**config.mk**
```make
export PLATFORM = sky130hd
export DESIGN_NAME = cmp_timer16
export DESIGN_NICKNAME = d
export VERILOG_FILES = /design/src/rtl/tmr_pkg.sv /design/src/rtl/tmr_prescale.sv /design/src/rtl/tmr_edge_sync.sv /design/src/rtl/tmr_core.sv /design/src/rtl/tmr_capture.sv /design/src/rtl/tmr_regs.sv /design/src/rtl/cmp_timer16.sv
export SDC_FILE = /design/constraint.sdc
export NUM_CORES = 1
export LEC_CHECK = 0
export BUFFER_PORTS_ARGS = -buffer_cell sky130_fd_sc_hd__buf_2
export CAP_MARGIN = 20
export CORE_AREA = 2 2 111 113
export CTS_CLUSTER_DIAMETER = 120
export DETAILED_ROUTE_END_ITERATION = 7
export DIE_AREA = 0 0 113 115
export PLACE_DENSITY_LB_ADDON = 0.25
export SYNTH_ARGS = -nofsm -noshare
export SYNTH_HDL_FRONTEND = slang
export SYNTH_SLANG_ARGS = --single-unit
```
**constraint.sdc**
```tcl
create_clock -name clk -period 12.9 [get_ports clk]
set_clock_uncertainty 0.1 [all_clocks]
set_input_delay 1.29 -clock clk [delete_from_list [all_inputs] [get_ports clk]]
set_output_delay 1.29 -clock clk [all_outputs]
set_load 0.02 [all_outputs]
```
**src/rtl/tmr_pkg.sv**
```systemverilog
package tmr_pkg;
  localparam int DATA_W = 8;
  localparam int CNT_W  = 2 * DATA_W;
  localparam int ADDR_W = 4;
  localparam int N_TAP  = 3;
  localparam int N_CMP  = 2;
  localparam int N_CAP  = 2;
  localparam int TAP_LOG2 [N_TAP] = '{3, 5, 7};
  localparam int PSC_W  = 7;

  localparam logic [ADDR_W-1:0] A_CTRL     = 4'h0;
  localparam int                A_CMP_BASE = 2;
  localparam int                A_CAP_BASE = 8;

  typedef enum logic [1:0] {
    SRC_EXT    = 2'b00,
    SRC_DIV8   = 2'b01,
    SRC_DIV32  = 2'b10,
    SRC_DIV128 = 2'b11
  } src_sel_e;

  typedef struct packed {
    logic [N_CAP-1:0] cap_en;
    logic             dbuf;
    src_sel_e         src;
    logic             clr_en;
    logic             run;
  } ctrl_t;
endpackage

```
**src/rtl/tmr_prescale.sv**
```systemverilog
module tmr_prescale
  import tmr_pkg::*;
(
  input  logic             clk,
  input  logic             rst_ni,
  output logic [N_TAP-1:0] tap_en
);
  logic [PSC_W-1:0] psc_q, psc_d;

  always_comb psc_d = psc_q + PSC_W'(1);

  always_ff @(posedge clk or negedge rst_ni) begin
    if (!rst_ni) psc_q <= '0;
    else         psc_q <= psc_d;
  end

  for (genvar g = 0; g < N_TAP; g++) begin : g_tap
    assign tap_en[g] = &psc_q[TAP_LOG2[g]-1:0];
  end
endmodule

```
**src/rtl/tmr_edge_sync.sv**
```systemverilog
module tmr_edge_sync (
  input  logic clk,
  input  logic rst_ni,
  input  logic pin,
  output logic rise,
  output logic fall
);
  logic [2:0] sync_q, sync_d;

  always_comb sync_d = {sync_q[1:0], pin};

  always_ff @(posedge clk or negedge rst_ni) begin
    if (!rst_ni) sync_q <= '0;
    else         sync_q <= sync_d;
  end

  assign rise = sync_q[1] & ~sync_q[2];
  assign fall = ~sync_q[1] & sync_q[2];
endmodule

```
**src/rtl/tmr_core.sv**
```systemverilog
module tmr_core
  import tmr_pkg::*;
(
  input  logic             clk,
  input  logic             rst_ni,
  input  logic             run,
  input  logic             clr_en,
  input  logic             tick,
  input  logic [CNT_W-1:0] cmp_a,
  input  logic [CNT_W-1:0] cmp_b,
  output logic [CNT_W-1:0] cnt_q,
  output logic             period_hit,
  output logic             match_a,
  output logic             match_b
);
  logic [CNT_W-1:0] cnt_d;
  logic             hit_a;
  logic             ma_q, mb_q;

  assign hit_a      = tick & (cnt_q == cmp_a);
  assign period_hit = tick & (cnt_q == cmp_b);

  always_comb begin
    cnt_d = cnt_q;
    if (!run) begin
      cnt_d = '0;
    end else if (tick) begin
      if (clr_en && (cnt_q == cmp_b)) cnt_d = '0;
      else                            cnt_d = cnt_q + CNT_W'(1);
    end
  end

  always_ff @(posedge clk or negedge rst_ni) begin
    if (!rst_ni) begin
      cnt_q <= '0;
      ma_q  <= 1'b0;
      mb_q  <= 1'b0;
    end else begin
      cnt_q <= cnt_d;
      ma_q  <= hit_a;
      mb_q  <= period_hit;
    end
  end

  assign match_a = ma_q;
  assign match_b = mb_q;
endmodule

```
**src/rtl/tmr_capture.sv**
```systemverilog
module tmr_capture
  import tmr_pkg::*;
(
  input  logic                        clk,
  input  logic                        rst_ni,
  input  logic [N_CAP-1:0]            cap_ev,
  input  logic [N_CAP-1:0]            cap_en,
  input  logic [CNT_W-1:0]            cnt,
  output logic [N_CAP-1:0][CNT_W-1:0] cap_val
);
  for (genvar g = 0; g < N_CAP; g++) begin : g_cap
    logic [CNT_W-1:0] cap_q, cap_d;
    logic             take;

    assign take = cap_ev[g] & cap_en[g];
    always_comb cap_d = take ? cnt : cap_q;

    always_ff @(posedge clk or negedge rst_ni) begin
      if (!rst_ni) cap_q <= '0;
      else         cap_q <= cap_d;
    end

    assign cap_val[g] = cap_q;
  end
endmodule

```
**src/rtl/tmr_regs.sv**
```systemverilog
module tmr_regs
  import tmr_pkg::*;
(
  input  logic                        clk,
  input  logic                        rst_ni,
  input  logic                        wr_en,
  input  logic                        rd_en,
  input  logic [ADDR_W-1:0]           addr,
  input  logic [DATA_W-1:0]           wdata,
  input  logic                        period_hit,
  input  logic [N_CAP-1:0][CNT_W-1:0] cap_val,
  output ctrl_t                       ctrl,
  output logic [CNT_W-1:0]            cmp_a,
  output logic [CNT_W-1:0]            cmp_b,
  output logic [CNT_W-1:0]            buf_a,
  output logic [DATA_W-1:0]           rdata
);
  ctrl_t                        ctrl_q, ctrl_d;
  logic [N_CMP-1:0][DATA_W-1:0] hold_q, hold_d;
  logic [N_CMP-1:0][CNT_W-1:0]  cmp_q, cmp_d;
  logic [CNT_W-1:0]             buf_q, buf_d;
  logic [N_CAP-1:0][DATA_W-1:0] frz_q, frz_d;
  logic [DATA_W-1:0]            rdata_q, rdata_d;

  always_comb begin
    ctrl_d  = ctrl_q;
    hold_d  = hold_q;
    cmp_d   = cmp_q;
    buf_d   = buf_q;
    frz_d   = frz_q;
    rdata_d = rdata_q;

    // period boundary: shadow buffer moves into compare A
    if (period_hit && ctrl_q.dbuf) cmp_d[0] = buf_q;

    if (wr_en) begin
      if (addr == A_CTRL) ctrl_d = ctrl_t'(wdata[$bits(ctrl_t)-1:0]);
      for (int i = 0; i < N_CMP; i++) begin
        if (addr == ADDR_W'(A_CMP_BASE + 2 * i)) hold_d[i] = wdata;
        if (addr == ADDR_W'(A_CMP_BASE + 2 * i + 1)) begin
          if (i == 0) begin
            buf_d = {wdata, hold_q[i]};
            if (!ctrl_q.dbuf) cmp_d[i] = {wdata, hold_q[i]};
          end else begin
            cmp_d[i] = {wdata, hold_q[i]};
          end
        end
      end
    end

    if (rd_en) begin
      rdata_d = '0;
      if (addr == A_CTRL) rdata_d = DATA_W'(ctrl_q);
      for (int i = 0; i < N_CAP; i++) begin
        if (addr == ADDR_W'(A_CAP_BASE + 2 * i)) begin
          rdata_d  = cap_val[i][DATA_W-1:0];
          frz_d[i] = cap_val[i][CNT_W-1:DATA_W];
        end
        if (addr == ADDR_W'(A_CAP_BASE + 2 * i + 1)) rdata_d = frz_q[i];
      end
    end
  end

  always_ff @(posedge clk or negedge rst_ni) begin
    if (!rst_ni) begin
      ctrl_q  <= '0;
      hold_q  <= '0;
      cmp_q   <= '0;
      buf_q   <= '0;
      frz_q   <= '0;
      rdata_q <= '0;
    end else begin
      ctrl_q  <= ctrl_d;
      hold_q  <= hold_d;
      cmp_q   <= cmp_d;
      buf_q   <= buf_d;
      frz_q   <= frz_d;
      rdata_q <= rdata_d;
    end
  end

  assign ctrl  = ctrl_q;
  assign cmp_a = cmp_q[0];
  assign cmp_b = cmp_q[1];
  assign buf_a = buf_q;
  assign rdata = rdata_q;
endmodule

```
**src/rtl/cmp_timer16.sv**
```systemverilog
module cmp_timer16
  import tmr_pkg::*;
(
  input  logic              clk,
  input  logic              rst_n,
  input  logic              ext_cnt_in,
  input  logic              cap_in,
  input  logic              wr_en,
  input  logic              rd_en,
  input  logic [ADDR_W-1:0] addr,
  input  logic [DATA_W-1:0] wdata,
  output logic [DATA_W-1:0] rdata,
  output logic              match_a,
  output logic              match_b
);
  logic [1:0] rst_sync_q;
  logic       rst_ni;

  always_ff @(posedge clk or negedge rst_n) begin
    if (!rst_n) rst_sync_q <= '0;
    else        rst_sync_q <= {rst_sync_q[0], 1'b1};
  end
  assign rst_ni = rst_sync_q[1];

  logic [N_TAP-1:0]            tap_en;
  logic                        ext_rise, ext_fall;
  logic                        cap_rise, cap_fall;
  ctrl_t                       ctrl_w;
  logic [CNT_W-1:0]            cmp_a_w, cmp_b_w, buf_a_w, cnt_q;
  logic [N_CAP-1:0][CNT_W-1:0] cap_val;
  logic                        period_hit;
  logic                        src_en, tick;

  tmr_prescale u_psc (.clk(clk), .rst_ni(rst_ni), .tap_en(tap_en));

  tmr_edge_sync u_ext_sync (
    .clk(clk), .rst_ni(rst_ni), .pin(ext_cnt_in), .rise(ext_rise), .fall(ext_fall)
  );
  tmr_edge_sync u_cap_sync (
    .clk(clk), .rst_ni(rst_ni), .pin(cap_in), .rise(cap_rise), .fall(cap_fall)
  );

  always_comb begin
    unique case (ctrl_w.src)
      SRC_EXT:    src_en = ext_rise;
      SRC_DIV8:   src_en = tap_en[0];
      SRC_DIV32:  src_en = tap_en[1];
      SRC_DIV128: src_en = tap_en[2];
      default:    src_en = 1'b0;
    endcase
  end
  assign tick = ctrl_w.run & src_en;

  tmr_core u_core (
    .clk(clk), .rst_ni(rst_ni), .run(ctrl_w.run), .clr_en(ctrl_w.clr_en),
    .tick(tick), .cmp_a(cmp_a_w), .cmp_b(cmp_b_w), .cnt_q(cnt_q),
    .period_hit(period_hit), .match_a(match_a), .match_b(match_b)
  );

  tmr_capture u_cap (
    .clk(clk), .rst_ni(rst_ni), .cap_ev({cap_fall, cap_rise}),
    .cap_en(ctrl_w.cap_en), .cnt(cnt_q), .cap_val(cap_val)
  );

  tmr_regs u_regs (
    .clk(clk), .rst_ni(rst_ni), .wr_en(wr_en), .rd_en(rd_en), .addr(addr),
    .wdata(wdata), .period_hit(period_hit), .cap_val(cap_val), .ctrl(ctrl_w),
    .cmp_a(cmp_a_w), .cmp_b(cmp_b_w), .buf_a(buf_a_w), .rdata(rdata)
  );

  logic unused_ext_fall;
  assign unused_ext_fall = ext_fall;
endmodule

```
Word level (Yosys, flattened, before mapping)
Cells that the tools add are included.
- logic and storage cells: 76
- latch bits: 0
- memories kept: 0
- RAM bits: 0
- output and inout port bits: 10
- flip-flop bits (word level): 160
- bits of input ports: 18
- memory bits (read-only): 0
- muxes and demuxes: 13
- divide/modulo/power cells: 0
- multiply operators: 0
- eq/ne operators: 14
- shift operators: 0
- add/sub/neg operators: 2
- reduce and logical (&&, ||, !) cells: 14
- magnitude comparators: 0
- bitwise logic cells: 11
- operators by type and width (kind ; number):
    two-way mux 16 bit ; 7
    equality test 16 bit ; 2
    two-way mux 8 bit ; 4
    adder 16 x 1 -> 16 bit, second input constant ; 1
    equality test 4 bit, second input constant ; 4
    AND reduction 2 bit ; 7
    AND 1 bit ; 8
    equality test 4 x 2 -> 1 bit, second input constant ; 2
    equality test 4 x 3 -> 1 bit, second input constant ; 2
    adder 7 x 1 -> 7 bit, second input constant ; 1
    two-way mux 7 bit ; 1
    AND reduction 7 bit ; 1
    AND reduction 5 bit ; 1
    equality test 2 bit, second input constant ; 2
    zero test 4 bit ; 1
    one-hot mux 1 bit (4 select lines) ; 1
    inverter 1 bit ; 3
    AND reduction 3 bit ; 1
    equality test 2 x 1 -> 1 bit, second input constant ; 1
    logical AND 1 bit ; 2
    zero test 2 bit ; 1
    inequality test 2 bit, second input constant ; 1

Longest topological paths before layout
Gate-level depths: netlist of run 1.
- depth in word-level cells: 10
- mapped depth: 10
- mapped depth without buffers: 8

By module
From an unflattened synthesis of run 1, not the netlist that was laid out.
- cell total of the unflattened synthesis: 546
- area, all modules: 7308.3 µm²
- modules (own cells, without submodules) (module ; sequential area each (µm²) ; cells each ; area each (µm²) ; instances):
    tmr_regs ; 2377.3 ; 308 ; 4137.7 ; 1
    tmr_core ; 450.4 ; 135 ; 1318.8 ; 1
    tmr_capture ; 800.8 ; 68 ; 1298.7 ; 1
    tmr_prescale ; 175.2 ; 20 ; 290.3 ; 1
    tmr_edge_sync ; 75.1 ; 5 ; 90.1 ; 2
    cmp_timer16 ; 50.0 ; 5 ; 82.6 ; 1

Least setup slack after synthesis of run 1
No wires, ideal clock.
- path type: input-to-reg
- start point: input port addr[3]
- end point: register u_regs.cmp_q, in the netlist u_regs.cmp_b[10]
- buffers on the path: 2
- library setup time: 0.125 ns
- setup slack: 9.914 ns
- stages on the path: 5
- required time: 12.675 ns
- arrival: 2.761 ns
- path through: clkbuf_1 nand3b_1 nor3b_2 buf_2 mux2_2
- word-level cells in the longest chain between the ends: 2
- RTL lines (item ; RTL line ; text):
    start: declaration ; cmp_timer16.sv:10 ; input logic [ADDR_W-1:0] addr,
    equality test 4 x 3 -> 1 bit ; tmr_regs.sv:40 ; if (addr == ADDR_W'(A_CMP_BASE + 2 * i + 1)) begin
    AND reduction 2 bit (no line) ; - ;
    end signal: assignment ; tmr_regs.sv:75 ; cmp_q <= cmp_d;
    end: declaration ; tmr_regs.sv:20 ; logic [N_CMP-1:0][CNT_W-1:0] cmp_q, cmp_d;
Every way passes these cells.
A chain may end at the register's enable or synchronous reset.

Worst setup path after layout of run 1
- start point: register u_core.cnt_q[4]
- end point: register u_core.cnt_q[15]
- word-level cells in the longest chain between the ends: 5
- elaborated cells on any way between the ends: 6
- classes of those cells: add/sub: 1; eq/ne: 1; mux: 3; reduce/logical: 1
- RTL lines (item ; RTL line ; text):
    start: declaration ; tmr_core.sv:11 ; output logic [CNT_W-1:0] cnt_q,
    start signal: assignment ; tmr_core.sv:39 ; cnt_q <= cnt_d;
    branches (longest 2 deep; another with adder 16 x 1 -> 16 bit) ; - ;
    two-way mux 16 bit * ; tmr_core.sv:28 ; if (clr_en && (cnt_q == cmp_b)) cnt_d = '0;
    two-way mux 16 bit * ; tmr_core.sv:27 ; end else if (tick) begin
    two-way mux 16 bit * ; tmr_core.sv:25 ; if (!run) begin
Mark *: on every way between the ends. The select of a mux whose other input is x is not followed.

==> results.toml, run 1 <==
[outcome]
violations = "DRC"
status = "finished, violations left"

[floorplan]
die_area_mm2 = 0.0130
die_x_um = 113
dieHeight_um = 115
core-area_mm2 = 0.0118
ios = 28
rows = 40
initial_core_util_pct = 63.3

[sta]
setup_viol = 0
max_slew_margin_pct = 37.6
hold_ws_ns = 0.166
fin_ws_ns = 10.04
fin_crit_sh_pct = 22.2
period_needed_ns = 2.86
setup_tns_ns = 0
hold_viol = 0
rsz0062_at_grt = "no"
drv_slew = 0
tightest_slew_ns = 0.936
timing.fmax_mhz = 350

[routing]
drc_errors = 2
drtAntennaViolNets = 0
routedWlPerCell_um = 21.5
vias = 5241
wl_um = 17400
drt_first_pass_iters = 8
drtIter0Drc = 406
via_per_inst = 6.49

[finish]
antennaDiodeCount = 0
final_nets = 670
n_fill_cell = 847
fin_cells = 808
drive_gt1_share_pct = 24.1
areaGrowthSynthToFinish_pct = 11.2

[yosys]
ys_top_cells_by_area = "dfrtp_1 (54%), mux2_2 (13%), xor2_1 (3.8%), nand3_1 (2.7%), clkbuf_1 (1.9%)"
synth_edf_count = 0
syn_area_mm2 = 0.00747
synth-seq-cells = 160
avgSynthCellArea_um2 = 11.5
synth_nets = 670
synthFlopType = "dfrtp_1"
synth_top_cell_by_area = "dfrtp_1"
seq_area_frac_synth_pct = 53.6
ys_types = 51
async_flop_share_pct = 100
synth_most_common_cell = "dfrtp_1"
synth-warning-count = 0
synth_top_cell_area_share_pct = 53.6
syn_inst = 648
synth_common_cells = "dfrtp_1 (160), mux2_2 (85), nand3_1 (41), clkbuf_1 (38), xor2_1 (32)"

[clock_network]
clk_pin_slew_ns = 0.06
cts_made_buffers = 17
clock_path_buffers = 2
cts_sinks = 160
htreeDepth = 4
cts_setup_buffers = 0
hold_buffers = 0
clk_latency_ns = 0.43
root_buffer = "clkbuf_16"
cts_tree = "done"
post_cts_resized = 0

[global_routing]
grt_pass1_vias = 5288
grt_max_degree = 87
antenna_found_initial = 0
gr-usage-all-layers_pct = 28.4
grt-ovfl-total = 0
grt_pass1_wl_um = 27800

[worst_setup_path]
reg2reg_to = "u_core.cnt_q[15]"
cp_max_fo = 24
worstPathArrival_ns = 3.07
r2r-start = "u_core.cnt_q[4]"
reg2reg_slack_ns = 10.04
path_class = "flop to flop"
timing.critical_path.cells = "xor2_1 > nor4_1 > nand4_1 > buf_4 > o2111a_1 > a211o_1"
slowest_stage = "dfrtp_1"
start_kind = "flop"
cp.required_ns = 13.11
critPathCaptureType = "flop"
worstRegToRegCells = 6
cpPeakStageDelay_ns = 0.58

[place]
place_congestion = 0.885
dp_slack_ns = 9.07
placed_cells = 773
place_hpwl_um = 11100
placement.io_buffers = 27

[worst_hold_path]
hp-class = "flop to asynchronous set/reset pin"

[pwr]
leakage_nw = 3.85
power_density_mw_per_mm2 = 162
ir_drop_mv = 0.133
p_total_w = 0.00135

[run]
maxCapViolations = 0
==> sequential cells by signal, indices dropped and copies added (netlist names), 8 cells and up <==
name,cells
u_cap.g_cap.cap_q,32
u_core.cnt_q,16
u_regs.buf_a,16
u_regs.cmp_a,16
u_regs.cmp_b,16
u_regs.frz_q,16
u_regs.hold_q,16
u_regs.rdata,8
==> worst max-delay path: cells and delay by family, from the launching register on <==
kind	cells	cell delay (ns)
AND/OR/NAND/NOR	2	0.87
flip-flops	1	0.58
AO/OA/AOI/OAI	2	0.52
buffers and inverters	1	0.41
XOR/XNOR	1	0.23
==> stage by stage <==
stage,area (um2),utilization [%]
2_1_floorplan,7470,-
3_3_place_gp,7600,64.4
3_5_place_dp,7600,64.4
4_1_cts,8220,69.6
5_1_grt,8300,70.3
6_report,8300,70.3
==> how the worst max path moves through the flow <==
| stage | startpoint | cells past startpoint | endpoint | slack, ns |
|---|---|---|---|---|
| 6_report | u_core.cnt_q[4] | 6 | u_core.cnt_q[15] | 10.04 |
| 3_3_place_gp | addr[3] | 5 | u_regs.cmp_a[1] | 9.30 |
| 4_1_cts | addr[3] | 5 | u_regs.cmp_a[14] | 9.52 |
| 5_1_grt | addr[3] | 6 | u_regs.cmp_a[0] | 9.85 |
| 2_1_floorplan | rst_sync_q[1] | 0 | u_cap.g_cap[0].cap_q[0] | 8.01 |
| 3_5_place_dp | addr[3] | 5 | u_regs.cmp_a[14] | 9.07 |
==> cell families (layout without fill, tap and decap cells) <==
logic type / Yosys count / count (layout) / synth area share, %
fa+ha+maj: 4 / 4 / 0.670
buf+inv: 63 / 76 / 3.55
other cells: 1 / 1 / 0.0502
xor+xnor: 35 / 35 / 4.10
flops: 160 / 160 / 53.6
compound gates: 136 / 136 / 12.6
mux: 100 / 100 / 15.0
simple gates: 149 / 149 / 10.4
==> report_power, final <==
group	switching, W	internal (W)
logic	0.000100	0.0000886
registers	0.0000670	0.000572
clock network	0.000196	0.000323
total	0.000363	0.000984
==> routing by layer <==
metal  GRT usage, %  up-vias  part of all wire [%]
li1               -     2352                     -
met1           36.3     2634                    41
met2           46.3      209                    49
met3           7.33       46                   6.8
met4           12.8        0                   3.0
met5              0        -                     0
==> final cells by class <==
class	count	area, um2	area share [%]
Clock buffer	22	484	5.83
Sequential cell	160	4010	48.3
Timing Repair Buffer	35	255	3.07
Inverter	9	33.8	0.407
Tap cell	147	184	2.21
Clock inverter	10	133	1.60
Multi-Input combinational cell	425	3210	38.6
==> placed cells by master (no fill, tap or decap), types with 3 or more instances in the layout <==
cell	instances
a2111oi_0	5
a211o_1	4
a211oi_1	16
a21o_1	17
a21oi_1	23
a31oi_1	17
and2_1	21
and3_1	5
buf_16	3
buf_2	27
buf_4	5
bufinv_16	3
clkbuf_16	17
clkbuf_8	4
clkinv_2	4
clkinvlp_4	3
dfrtp_1	159
ha_1	4
inv_1	8
mux2_2	85
mux2i_1	14
nand2_1	25
nand3_1	41
nand3b_1	4
nand4_1	4
nor2_1	26
nor2b_1	3
nor4_1	8
o2111ai_1	5
o211ai_1	7
o21ai_0	28
o22ai_1	4
or3_1	3
xnor2_1	3
xor2_1	32
No activity file was read; power rests on OpenSTA's default activity.
==> run 2, diff against run 1 <==
- ABC_AREA: not set -> 1
- CORE_AREA: 2 2 111 113 -> 2 2 117 119
- DIE_AREA: 0 0 113 115 -> 0 0 119 121
- clock period: 12.9 -> 2.6 ns (I/O delays scaled with it)
==> run 2 against run 1 <==
Effect of this change:
- the flow now finishes without violations
- clock power increased to 4.9 times the previous value
- sequential share of layout area rose by 0.10 points
- cell area down 0.21%
- clock-buffer cell count is the same
- wire length is 1.9% lower
- fmax grew 26%
- final cell count grew 29%
- via count grew 8.6%
- sequential cell count unchanged
- core utilization down 7.0 points
- combinational power grew to 4.6 times the previous value
- critical path depth up 5
==> results.toml, run 2 <==
[global_routing]
antenna_found_initial = 0
gr-usage-all-layers_pct = 25.5
grt_max_degree = 85
grt-ovfl-total = 0
grt_pass1_wl_um = 28100
grt_pass1_vias = 5435

[sta]
rsz0062_at_grt = "no"
tightest_slew_ns = 0.946
drv_slew = 0
period_needed_ns = 2.27
fin_crit_sh_pct = 87.3
setup_viol = 0
fin_ws_ns = 0.330
hold_ws_ns = 0.0423
setup_tns_ns = 0
hold_viol = 0
timing.fmax_mhz = 441
max_slew_margin_pct = 36.8

[place]
dp_slack_ns = 0.198
place_congestion = 0.877
dpl-instance-area_mm2 = 0.00753
placement.io_buffers = 27
place_hpwl_um = 11800
placed_cells = 993

[pwr]
intPower_w = 0.00470
p_switching_w = 0.00171
power_density_mw_per_mm2 = 773
ir_drop_mv = 0.451
swShare_pct = 26.6
leakage_nw = 4.07
power_frac_comb_pct = 13.5
clockPowerShare_pct = 40.0
p_seq_share_pct = 46.5

[worst_setup_path]
reg2reg_slack_ns = 0.33
timing.critical_path.cells = "ha_1 > nand2_1 > nor2_2 > ha_1 > nor2_1 > nor2_1 > nand2_1 > nand3_1 > inv_1 > nand2_1 > o21ai_0"
r2r-start = "u_psc.psc_q[0]"
start_kind = "flop"
cp_max_fo = 15
critPathCaptureType = "flop"
slowest_stage = "nand3_1"
cp_num_buf_inv = 1
startpoint = "u_psc.psc_q[0]"
cpMostUsedCell = "nand2_1"
worstRegToRegCells = 11
cp.required_ns = 2.85
path_class = "flop to flop"
cpPeakStageDelay_ns = 0.47
worstPathArrival_ns = 2.52
cp.depth = 11
critPathTopFamily = "simple AND/OR/NAND/NOR gates"
reg2reg_to = "u_core.cnt_q[0]"
crit_end = "u_core.cnt_q[0]"

[yosys]
seq_area_frac_synth_pct = 55.7
synth_most_common_cell = "nand2_1"
syn_area_mm2 = 0.00719
synth_edf_count = 0
synth_common_cells = "nand2_1 (198), dfrtp_1 (160), inv_1 (86), o21ai_0 (85), nand3_1 (49)"
synth_top_cell_by_area = "dfrtp_1"
synth-seq-cells = 160
syn_inst = 806
avgSynthCellArea_um2 = 8.92
synth_nets = 828
async_flop_share_pct = 100
synth_top_cell_area_share_pct = 55.7
synth-warning-count = 0
ys_top_cells_by_area = "dfrtp_1 (56%), nand2_1 (10%), o21ai_0 (5.9%), inv_1 (4.5%), nand3_1 (3.4%)"
synthFlopType = "dfrtp_1"
ys_types = 33

[finish]
drive_gt1_share_pct = 13.0
fin_cells = 1040
n_fill_cell = 1095
final_nets = 873
final_cell_mix = "nand2_1 (198), dfrtp_1 (159), inv_1 (86), o21ai_0 (85), nand3_1 (49)"
largest_register_ffs = 32
antennaDiodeCount = 0
final_common_cell = "nand2_1"
final_area_mm2 = 0.00829
areaGrowthSynthToFinish_pct = 15.2
regMostFlops = "u_cap.g_cap.cap_q"

[clock_network]
cts_sinks = 160
clock_path_buffers = 2
htreeDepth = 4
root_buffer = "clkbuf_16"
clk_latency_ns = 0.43
clk_pin_slew_ns = 0.06
cts_made_buffers = 17
cts_tree = "done"

[routing]
via_per_inst = 5.48
drtAntennaViolNets = 0
routedWlPerCell_um = 16.4
vias = 5694
drt_first_pass_iters = 6
drtIter0Drc = 497
drc_errors = 0
wl_um = 17000

[outcome]
status = "finished clean"

[worst_hold_path]
hp-class = "input port to asynchronous set/reset pin"

[floorplan]
ios = 28
dieHeight_um = 121
die_area_mm2 = 0.0144
initial_core_util_pct = 55.0
rows = 42
core-area_mm2 = 0.0131
die_x_um = 119

[run]
maxCapViolations = 0
## run 2: changes by cell type after synthesis, sizes merged, moves of 17 or more
cell	previous run	this run
o21ai	28	85
and2	21	1
nand4	4	26
a21o	17	0
xor2	32	13
a31oi	17	0
a211oi	17	0
nand2	25	200
inv	8	93
mux2	85	14
nor2	26	48
## run 2: routing by layer
| metal | wire length, um | vias up | global-route usage, % |
|---|---|---|---|
| met5 | 0 | - | 0 |
| met2 | 8220 | 181 | 41.2 |
| met1 | 7580 | 2768 | 34.6 |
| met4 | 320 | 0 | 8.48 |
| li1 | - | 2719 | - |
| met3 | 925 | 26 | 5.36 |
## run 2: cells by family (layout without fill, tap and decap cells)
family,count (synthesis),after routing,synth area share [%]
flip-flops,160,160,55.7
buffers and inverters,127,185,7.19
adder cells (fa/ha/maj),4,4,0.696
multiplexers,14,14,2.19
XOR/XNOR,30,30,3.65
other,1,1,0.0522
AND/OR/NAND/NOR,336,336,20.4
AO/OA/AOI/OAI,134,134,10.2
## run 2: area by class of cell
cell class                 instances  area (um2)  share of cell area (%)
tap                              176         220                    2.66
clock inverter                    10         134                    1.62
inverter                          94         353                    4.26
sequential                       160        4010                    48.4
clock buffer                      22         474                    5.72
timing repair buffer              59         428                    5.16
multi-input combinational        519        2670                    32.2
## run 2: what timing repair did
item | 4_1_cts | 5_1_grt
setup buffers | 0 | 4
hold buffers | 11 | 0
resized for setup | 0 | 0
endpoints found under the setup margin | 0 | 2
hold endpoints to repair | 12 | 0
## run 2: how the worst min path moves through the flow
| stage | from | to | slack (ns) | depth (start not counted) |
|---|---|---|---|---|
| after floorplan | rst_n | rst_sync_q[0] | -0.14 | 0 |
| final | rst_n | rst_sync_q[1] | 0.04 | 2 |
| after global placement | rst_n | rst_sync_q[0] | -0.05 | 1 |
| after global routing | rst_n | rst_sync_q[1] | 0.04 | 2 |
| after detailed placement | rst_n | rst_sync_q[0] | -0.05 | 1 |
| after CTS | rst_n | rst_sync_q[1] | 0.02 | 2 |
## run 2: stage by stage
| stage | total power, W | utilization (%) |
|---|---|---|
| 2_1_floorplan | 0.00360 | - |
| 3_3_place_gp | 0.00380 | 57.5 |
| 3_5_place_dp | 0.00385 | 57.5 |
| 4_1_cts | 0.00643 | 63.0 |
| 5_1_grt | 0.00672 | 63.3 |
| 6_report | 0.00641 | 63.3 |
## run 2: power by group through the flow
stage                     Clock [W]  Combinational, W  Sequential (W)
after floorplan                   0          0.000588         0.00301
after global placement            0          0.000797         0.00301
after detailed placement          0          0.000829         0.00302
after CTS                   0.00260          0.000849         0.00298
after global routing        0.00271          0.000994         0.00302
final                       0.00256          0.000867         0.00298
